File: config.mk
export PLATFORM = sky130hd
export DESIGN_NAME = hb_switch_decoder
export DESIGN_NICKNAME = d
export VERILOG_FILES = /design/src/rtl/hb_pkg.sv /design/src/rtl/hb_mode_decode.sv /design/src/rtl/hb_protect.sv /design/src/rtl/hb_leg_deadtime.sv /design/src/rtl/hb_switch_decoder.sv
export SDC_FILE = /design/constraint.sdc
export NUM_CORES = 1
export LEC_CHECK = 0
export CAP_MARGIN = 20
export CORE_AREA = 2 2 39 41
export DETAILED_ROUTE_END_ITERATION = 6
export DIE_AREA = 0 0 41 43
export DONT_BUFFER_PORTS = 1
export HOLD_SLACK_MARGIN = 0.02
export PLACE_DENSITY_LB_ADDON = 0.2
export SLEW_MARGIN = 20
export SYNTH_ARGS = -nofsm -noshare
export SYNTH_HDL_FRONTEND = slang
export SYNTH_SLANG_ARGS = --single-unit
File: constraint.sdc
create_clock -name clk -period 2.2 [get_ports clk]
set_input_delay 0.33 -clock clk [delete_from_list [all_inputs] [get_ports clk]]
set_output_delay 0.33 -clock clk [all_outputs]
set_load 0.02 [all_outputs]
File: src/rtl/hb_pkg.sv
package hb_pkg;

  // Bridge operating state chosen from the control inputs
  typedef enum logic [1:0] {
    MODE_DRIVE = 2'd0,
    MODE_FAST  = 2'd1,
    MODE_SLOW  = 2'd2
  } hb_mode_e;

  // Command pair for one half-bridge leg
  typedef struct packed {
    logic src;
    logic snk;
  } leg_cmd_t;

  localparam int unsigned LEG_A = 0;
  localparam int unsigned LEG_B = 1;
  localparam int unsigned NUM_LEGS = 2;

endpackage

File: src/rtl/hb_mode_decode.sv
module hb_mode_decode
  import hb_pkg::*;
(
  input  logic     enable,
  input  logic     ext_mode,
  input  logic     chop_off,
  input  logic     chop_fast,
  output hb_mode_e mode
);

  // External chop has priority; internal chopper acts only when enabled
  always_comb begin
    if (!enable) begin
      mode = ext_mode ? MODE_SLOW : MODE_FAST;
    end else if (chop_off) begin
      mode = chop_fast ? MODE_FAST : MODE_SLOW;
    end else begin
      mode = MODE_DRIVE;
    end
  end

endmodule

File: src/rtl/hb_protect.sv
module hb_protect
  import hb_pkg::*;
(
  input  logic                    clk,
  input  logic                    rst_n,
  input  hb_mode_e                mode,
  input  logic                    phase,
  input  logic                    zero_current,
  input  logic                    tsd,
  input  logic                    uvlo,
  input  logic                    cp_fault,
  input  logic                    reg_fault,
  input  logic                    sleep_n,
  output leg_cmd_t [NUM_LEGS-1:0] want
);

  logic decaying;
  logic zc_hold_q;
  logic zc_cut;
  logic kill_all;
  logic a_high;

  assign decaying = (mode != MODE_DRIVE);

  // Zero-current cut-off stays latched for the rest of the decay interval
  always_ff @(posedge clk or negedge rst_n) begin
    if (!rst_n) begin
      zc_hold_q <= 1'b0;
    end else begin
      zc_hold_q <= decaying & (zc_hold_q | zero_current);
    end
  end

  assign zc_cut   = decaying & (zc_hold_q | zero_current);
  assign kill_all = tsd | uvlo | reg_fault | ~sleep_n;

  // Drive uses the phase diagonal; fast decay uses the opposite one
  assign a_high = (mode == MODE_DRIVE) ? phase : ~phase;

  always_comb begin
    want = '0;
    if (!(kill_all || zc_cut)) begin
      if (mode == MODE_SLOW) begin
        want[LEG_A].snk = 1'b1;
        want[LEG_B].snk = 1'b1;
      end else begin
        want[LEG_A].src = a_high;
        want[LEG_A].snk = ~a_high;
        want[LEG_B].src = ~a_high;
        want[LEG_B].snk = a_high;
      end
      if (cp_fault) begin
        want[LEG_A].src = 1'b0;
        want[LEG_B].src = 1'b0;
      end
    end
  end

endmodule

File: src/rtl/hb_leg_deadtime.sv
module hb_leg_deadtime
  import hb_pkg::*;
#(
  parameter int unsigned DEAD_CYC = 3
) (
  input  logic     clk,
  input  logic     rst_n,
  input  leg_cmd_t want,
  output leg_cmd_t cmd
);

  localparam int unsigned CNT_W = (DEAD_CYC < 2) ? 1 : $clog2(DEAD_CYC + 1);
  localparam logic [CNT_W-1:0] GAP_MAX = CNT_W'(DEAD_CYC);

  leg_cmd_t         cmd_q;
  leg_cmd_t         cmd_d;
  logic [CNT_W-1:0] gap_q;
  logic [CNT_W-1:0] gap_d;
  logic             last_src_q;
  logic             last_src_d;
  logic             gap_done;

  assign gap_done = (gap_q == GAP_MAX);

  // A switch may close when its partner is open and either the gap has
  // elapsed or it was itself the last conductor of this leg.
  always_comb begin
    cmd_d.src = want.src & ~want.snk & ~cmd_q.snk &
                (cmd_q.src | last_src_q | gap_done);
    cmd_d.snk = want.snk & ~want.src & ~cmd_q.src &
                (cmd_q.snk | ~last_src_q | gap_done);
  end

  // Gap counter: cleared while the leg conducts, saturates at the limit
  always_comb begin
    if (cmd_d.src || cmd_d.snk) begin
      gap_d = '0;
    end else if (!gap_done) begin
      gap_d = gap_q + 1'b1;
    end else begin
      gap_d = gap_q;
    end
  end

  always_comb begin
    if (cmd_d.src) begin
      last_src_d = 1'b1;
    end else if (cmd_d.snk) begin
      last_src_d = 1'b0;
    end else begin
      last_src_d = last_src_q;
    end
  end

  always_ff @(posedge clk or negedge rst_n) begin
    if (!rst_n) begin
      cmd_q      <= '0;
      gap_q      <= GAP_MAX;
      last_src_q <= 1'b0;
    end else begin
      cmd_q      <= cmd_d;
      gap_q      <= gap_d;
      last_src_q <= last_src_d;
    end
  end

  assign cmd = cmd_q;

endmodule

File: src/rtl/hb_switch_decoder.sv
module hb_switch_decoder
  import hb_pkg::*;
#(
  parameter int unsigned DEAD_CYC = 3
) (
  input  logic clk,
  input  logic rst_n,
  input  logic phase,
  input  logic enable,
  input  logic ext_mode,
  input  logic chop_off,
  input  logic chop_fast,
  input  logic zero_current,
  input  logic tsd,
  input  logic uvlo,
  input  logic cp_fault,
  input  logic reg_fault,
  input  logic sleep_n,
  output logic src_a,
  output logic snk_a,
  output logic src_b,
  output logic snk_b
);

  hb_mode_e                mode;
  leg_cmd_t [NUM_LEGS-1:0] want;
  leg_cmd_t [NUM_LEGS-1:0] cmd;

  hb_mode_decode u_mode (
    .enable    (enable),
    .ext_mode  (ext_mode),
    .chop_off  (chop_off),
    .chop_fast (chop_fast),
    .mode      (mode)
  );

  hb_protect u_protect (
    .clk          (clk),
    .rst_n        (rst_n),
    .mode         (mode),
    .phase        (phase),
    .zero_current (zero_current),
    .tsd          (tsd),
    .uvlo         (uvlo),
    .cp_fault     (cp_fault),
    .reg_fault    (reg_fault),
    .sleep_n      (sleep_n),
    .want         (want)
  );

  for (genvar g = 0; g < NUM_LEGS; g++) begin : g_leg
    hb_leg_deadtime #(
      .DEAD_CYC (DEAD_CYC)
    ) u_leg (
      .clk   (clk),
      .rst_n (rst_n),
      .want  (want[g]),
      .cmd   (cmd[g])
    );
  end

  assign src_a = cmd[LEG_A].src;
  assign snk_a = cmd[LEG_A].snk;
  assign src_b = cmd[LEG_B].src;
  assign snk_b = cmd[LEG_B].snk;

endmodule

* Yosys cells after proc, flatten, opt, wreduce, memory -nomap -nowiden
Cells that the tools add are included.
** Operators by class
- Mux-type cells :: 20
- Reduce and logical (&&, ||, !) cells :: 7
- Bitwise operators :: 38
- Add/subtract/negate cells :: 2
- Equality and inequality tests :: 5
** Operator list (count)
- $mux W2 :: 8
- $and A1 B1 Y1 :: 13
- $not A1 Y1 :: 13
- $or A1 B1 Y1 :: 12
- $mux W1 :: 11
- $eq A2 B2 Y1 const B :: 3
- $reduce_bool A2 Y1 :: 3
- $add A2 B1 Y2 const B :: 2
- $mux W4 :: 1
- $ne A2 B2 Y1 const B :: 2
- $logic_or A1 B1 Y1 :: 3
- $logic_not A2 Y1 :: 1
** Storage, ports and cells
- Register bits :: 11
- Output and inout bits :: 4
- Input bits :: 13
- Word-level logic and storage cells :: 81

* Longest topological paths before layout
- Depth after elaboration :: 15
- Mapped depth :: 5
- Gate-level depth less buffers :: 5

* Cells and area by module
From an unflattened synthesis, not the netlist that was laid out.
** Second synthesis, totals
- Cell total of the unflattened synthesis :: 55
- Area, all modules :: 656.9 µm²
** By module, submodules not included
- hb_leg_deadtime :: area an instance 242.7 µm², cells each 19, instances 2, sequential area each 127.6 µm²
- hb_protect :: area an instance 147.6 µm², cells each 12, instances 1, sequential area each 25.0 µm²
- hb_mode_decode :: area an instance 23.8 µm², cells each 5, instances 1, sequential area each 0.0 µm²

* Worst setup path after synthesis
No wires, ideal clock.
- Path kind :: reg-to-reg
- Start point :: reg g_leg[1].u_leg.gap_q[0]
- End point :: reg g_leg[1].u_leg.last_src_q
- Required time :: 2.125 ns
- Path buffers :: 0
- Stages on the path, launching flop included :: 6
- Path slack :: 0.716 ns
- Library setup time :: 0.075 ns
- Arrival time :: 1.409 ns
- Period minus slack after synthesis :: 1.484 ns
- Cells stage by stage :: dfstp_2 ha_1 nor3_1 or3_1 nor3_4 o21bai_2
** RTL lines
- start: declaration :: line hb_leg_deadtime.sv:17 : logic [CNT_W-1:0] gap_q;
- start signal: assignment :: line hb_leg_deadtime.sv:62 : gap_q <= gap_d;
- end signal: assignment :: line hb_leg_deadtime.sv:63 : last_src_q <= last_src_d;
- end: declaration :: line hb_leg_deadtime.sv:19 : logic last_src_q;

==> impl_metrics.yaml <==
worst_hold_path:
  whs_endpoint: "u_protect.zc_hold_q"
  whs_path_depth: 2
  hp-start: "chop_off"
  min_path_type: "primary input to flop"
timing:
  post-route-worst-setup-slack_ns: 0.5987
  tightest_slew_ns: 0.4924
  slew_viol_final: 0
  slew_headroom_pct: 67.07
  setup_viol: 0
  min_period_ns: 1.601
  tns_ns: 0
  max_freq_ghz: 0.6245
  finalHoldViolCount: 0
  grt_setup_unrepaired: "false"
  post-route-period-util_pct: 72.79
  finalClockSkew_ns: 0.003550
yosys:
  synthesis.nets: 64
  synth.area.top_cells: "dfrtp_1 (30%), dfstp_2 (18%), nor3_4 (5.5%)"
  mappedNetlistArea_um2: 588.1
  synth_most_common_cell: "dfrtp_1"
  synth_cell_types: 21
  ys_async_sr_fraction_pct: 100.0
  synth.top_cell.area_share_pct: 29.79
  synth_edf_count: 0
  yosys_warnings: 0
  synth-main-ff-cell: "dfrtp_1"
  ys_ff_latch: 11
  avgSynthCellArea_um2: 12.00
  synth.largest_area_cell: "dfrtp_1"
  syn_inst: 49
  ys_seq_area_share_pct: 47.66
  ys_top_cells_by_count: "dfrtp_1 (7), nor3_1 (6), dfstp_2 (4), nor2_1 (4), inv_1 (3)"
cts:
  clock_latency_ns: 0.26
  h-tree-depth: 1
  cts_root_buf: "clkbuf_4"
  clkTransAtPathRegs_ns: 0.07
  cts_num_sinks: 11
  cts_buffer_depth: 2
  cts_tree: "done"
  post_cts_buffers: 0
  cts_made_buffers: 3
global_route:
  grt_util_met3_pct: 4.712
  grt_antenna_before_repair: 0
  busiest_layer: "met2"
  gr-total-overflow: 0
  grt_pass1_vias: 422
  use_met2_pct: 27.50
  grt_util_met1_pct: 16.49
  grt_pass1_wl_um: 1787
  grt_max_degree: 12
  grt.total_usage_pct: 15.78
detailed_routing:
  via_per_inst: 5.400
  wl_per_cell_um: 16.16
  ant_nets: 0
  drc: 0
  drt_iter0_markers: 8
  vias: 378
  drt-total-wl_um: 1131
  drtPass1Iterations: 4
layout:
  final_area_um2: 644.4
  nNetsFinal: 70
  final_layout_size_suffix_gt1_share_pct: 29.63
  area_growth_pct: 9.574
  antennaDiodeCount: 0
  final_core_utilization_pct: 46.56
floorplanning:
  die_y_um: 43
  start_util_pct: 42.50
  ioPinCount: 17
  die_area_mm2: 0.001763
  die_w_um: 41
  rows: 14
  core-area_mm2: 0.001384
placement:
  hpwl_um: 935.7
  gp_congestion: 0.6434
  io_buffers: 0
  post-place-ws_ns: 0.6068
  place_area_um2: 608.1
worst_setup_path:
  path_delay_family: "simple AND/OR/NAND/NOR gates"
  crit_path_start_kind: "flop"
  cp.arrival_ns: 1.80
  crit_buf_inv: 0
  ff2ff_setup_slack_ns: 0.60
  max_stage_delay_ns: 0.54
  path_max_fanout: 4
  rr_endpoint: "g_leg[1].u_leg.last_src_q"
  critical_path_required_ns: 2.40
  r2r-start: "g_leg[1].u_leg.gap_q[0]"
  slowest_stage: "dfstp_2"
  endpoint_kind: "flop"
  path_class: "flop to flop"
  reg2reg_depth: 5
  crit_chain: "ha_1 -> nor3_1 -> or3_1 -> nor3_4 -> o21bai_2"
power:
  powerDensity_mw_per_mm2: 1108
  peakVddDrop_uv: 497.3
  p_leak_nw: 0.2959
job:
  cap_violations: 0
outcome:
  outcome: "completed"
-- logic make-up after synthesis --
logic type                 Yosys count  share of synthesized area, %
DFF                                 11                         47.66
AOI/OAI and AO/OA                   10                         14.04
xor gates and xnor gates             2                         2.979
adders and majority gates            2                         4.255
buffers and inverters                3                         1.915
muxes                                2                         3.404
and+or+nand+nor                     19                         25.74
-- worst register-to-register path: stages, from the launching register on --
cell and delay (ns):
dfstp_2 0.54, ha_1 0.26, nor3_1 0.07, or3_1 0.36
nor3_4 0.17, o21bai_2 0.14
-- stage by stage --
stage / hold WS [ns] / power [mW] / cells
detailed placement: 0.03471 / 0.5782 / 65
global route: 0.2506 / 0.7858 / 70
floorplan: 0.03441 / 0.5275 / 49
global placement: 0.03468 / 0.5456 / 65
finish: 0.2317 / 0.7137 / 70
CTS: 0.2314 / 0.7251 / 70
-- placed cells by master (no fill, tap or decap) --
master	synthesis	routed
mux2i_1	2	2
o21bai_1	2	2
ha_1	2	2
clkbuf_1	0	1
nor4b_4	1	1
o22ai_2	2	2
o21ai_2	1	1
nor2_1	4	4
clkbuf_4	0	3
dfrtp_1	7	7
and3_1	2	2
dfstp_2	4	4
dlygate4sd3_1	0	1
nor3_1	6	6
inv_1	3	3
o21bai_2	1	1
a21oi_1	2	2
or3_1	2	2
and3_4	1	1
xor2_1	2	2
nor3_4	2	2
o21a_1	1	1
o21ai_0	1	1
nor2b_4	1	1
-- power breakdown --
group,internal [mW],switching (mW)
clock network,0.0701,0.0664
registers,0.292,0.0407
logic,0.119,0.126
total,0.481,0.233
-- worst max-delay path by stage --
stage,start,endpoint,slack (ns),cells past startpoint
after floorplan,g_leg[1].u_leg.gap_q[0],g_leg[1].u_leg.last_src_q,0.72,5
after global placement,g_leg[0].u_leg.gap_q[0],g_leg[0].u_leg.last_src_q,0.66,5
after detailed placement,g_leg[1].u_leg.gap_q[0],g_leg[1].u_leg.last_src_q,0.61,5
after CTS,g_leg[1].u_leg.gap_q[0],g_leg[1].u_leg.last_src_q,0.59,5
after global routing,g_leg[1].u_leg.gap_q[0],g_leg[1].u_leg.last_src_q,0.51,5
final,g_leg[1].u_leg.gap_q[0],g_leg[1].u_leg.last_src_q,0.60,5
-- state kept, by name (all words and copies together), names as in the netlist --
name / count
g_leg.u_leg.cmd: 4
g_leg.u_leg.gap_q: 4
g_leg.u_leg.last_src_q: 2
u_protect.zc_hold_q: 1
-- cell type report --
class / count / area [um^2]
Inverter: 3 / 11.26
Multi-Input combinational cell: 35 / 296.5
Sequential cell: 11 / 280.3
Fill cell: 129 / 739.5
Clock buffer: 4 / 26.28
Timing Repair Buffer: 1 / 10.01
Tap cell: 16 / 20.02
-- layer usage --
metal | share of wire, % | routed length [um]
met5 | 0 | 0
met3 | 7.5 | 85
met4 | 0 | 0
met1 | 41 | 460
met2 | 52 | 585
-- repair_timing --
item,4_1_cts,5_1_grt
hold buffers,1,0
gates resized for setup,0,0
endpoints found under the hold margin,11,0
Power figures use the tool's default switching activity.
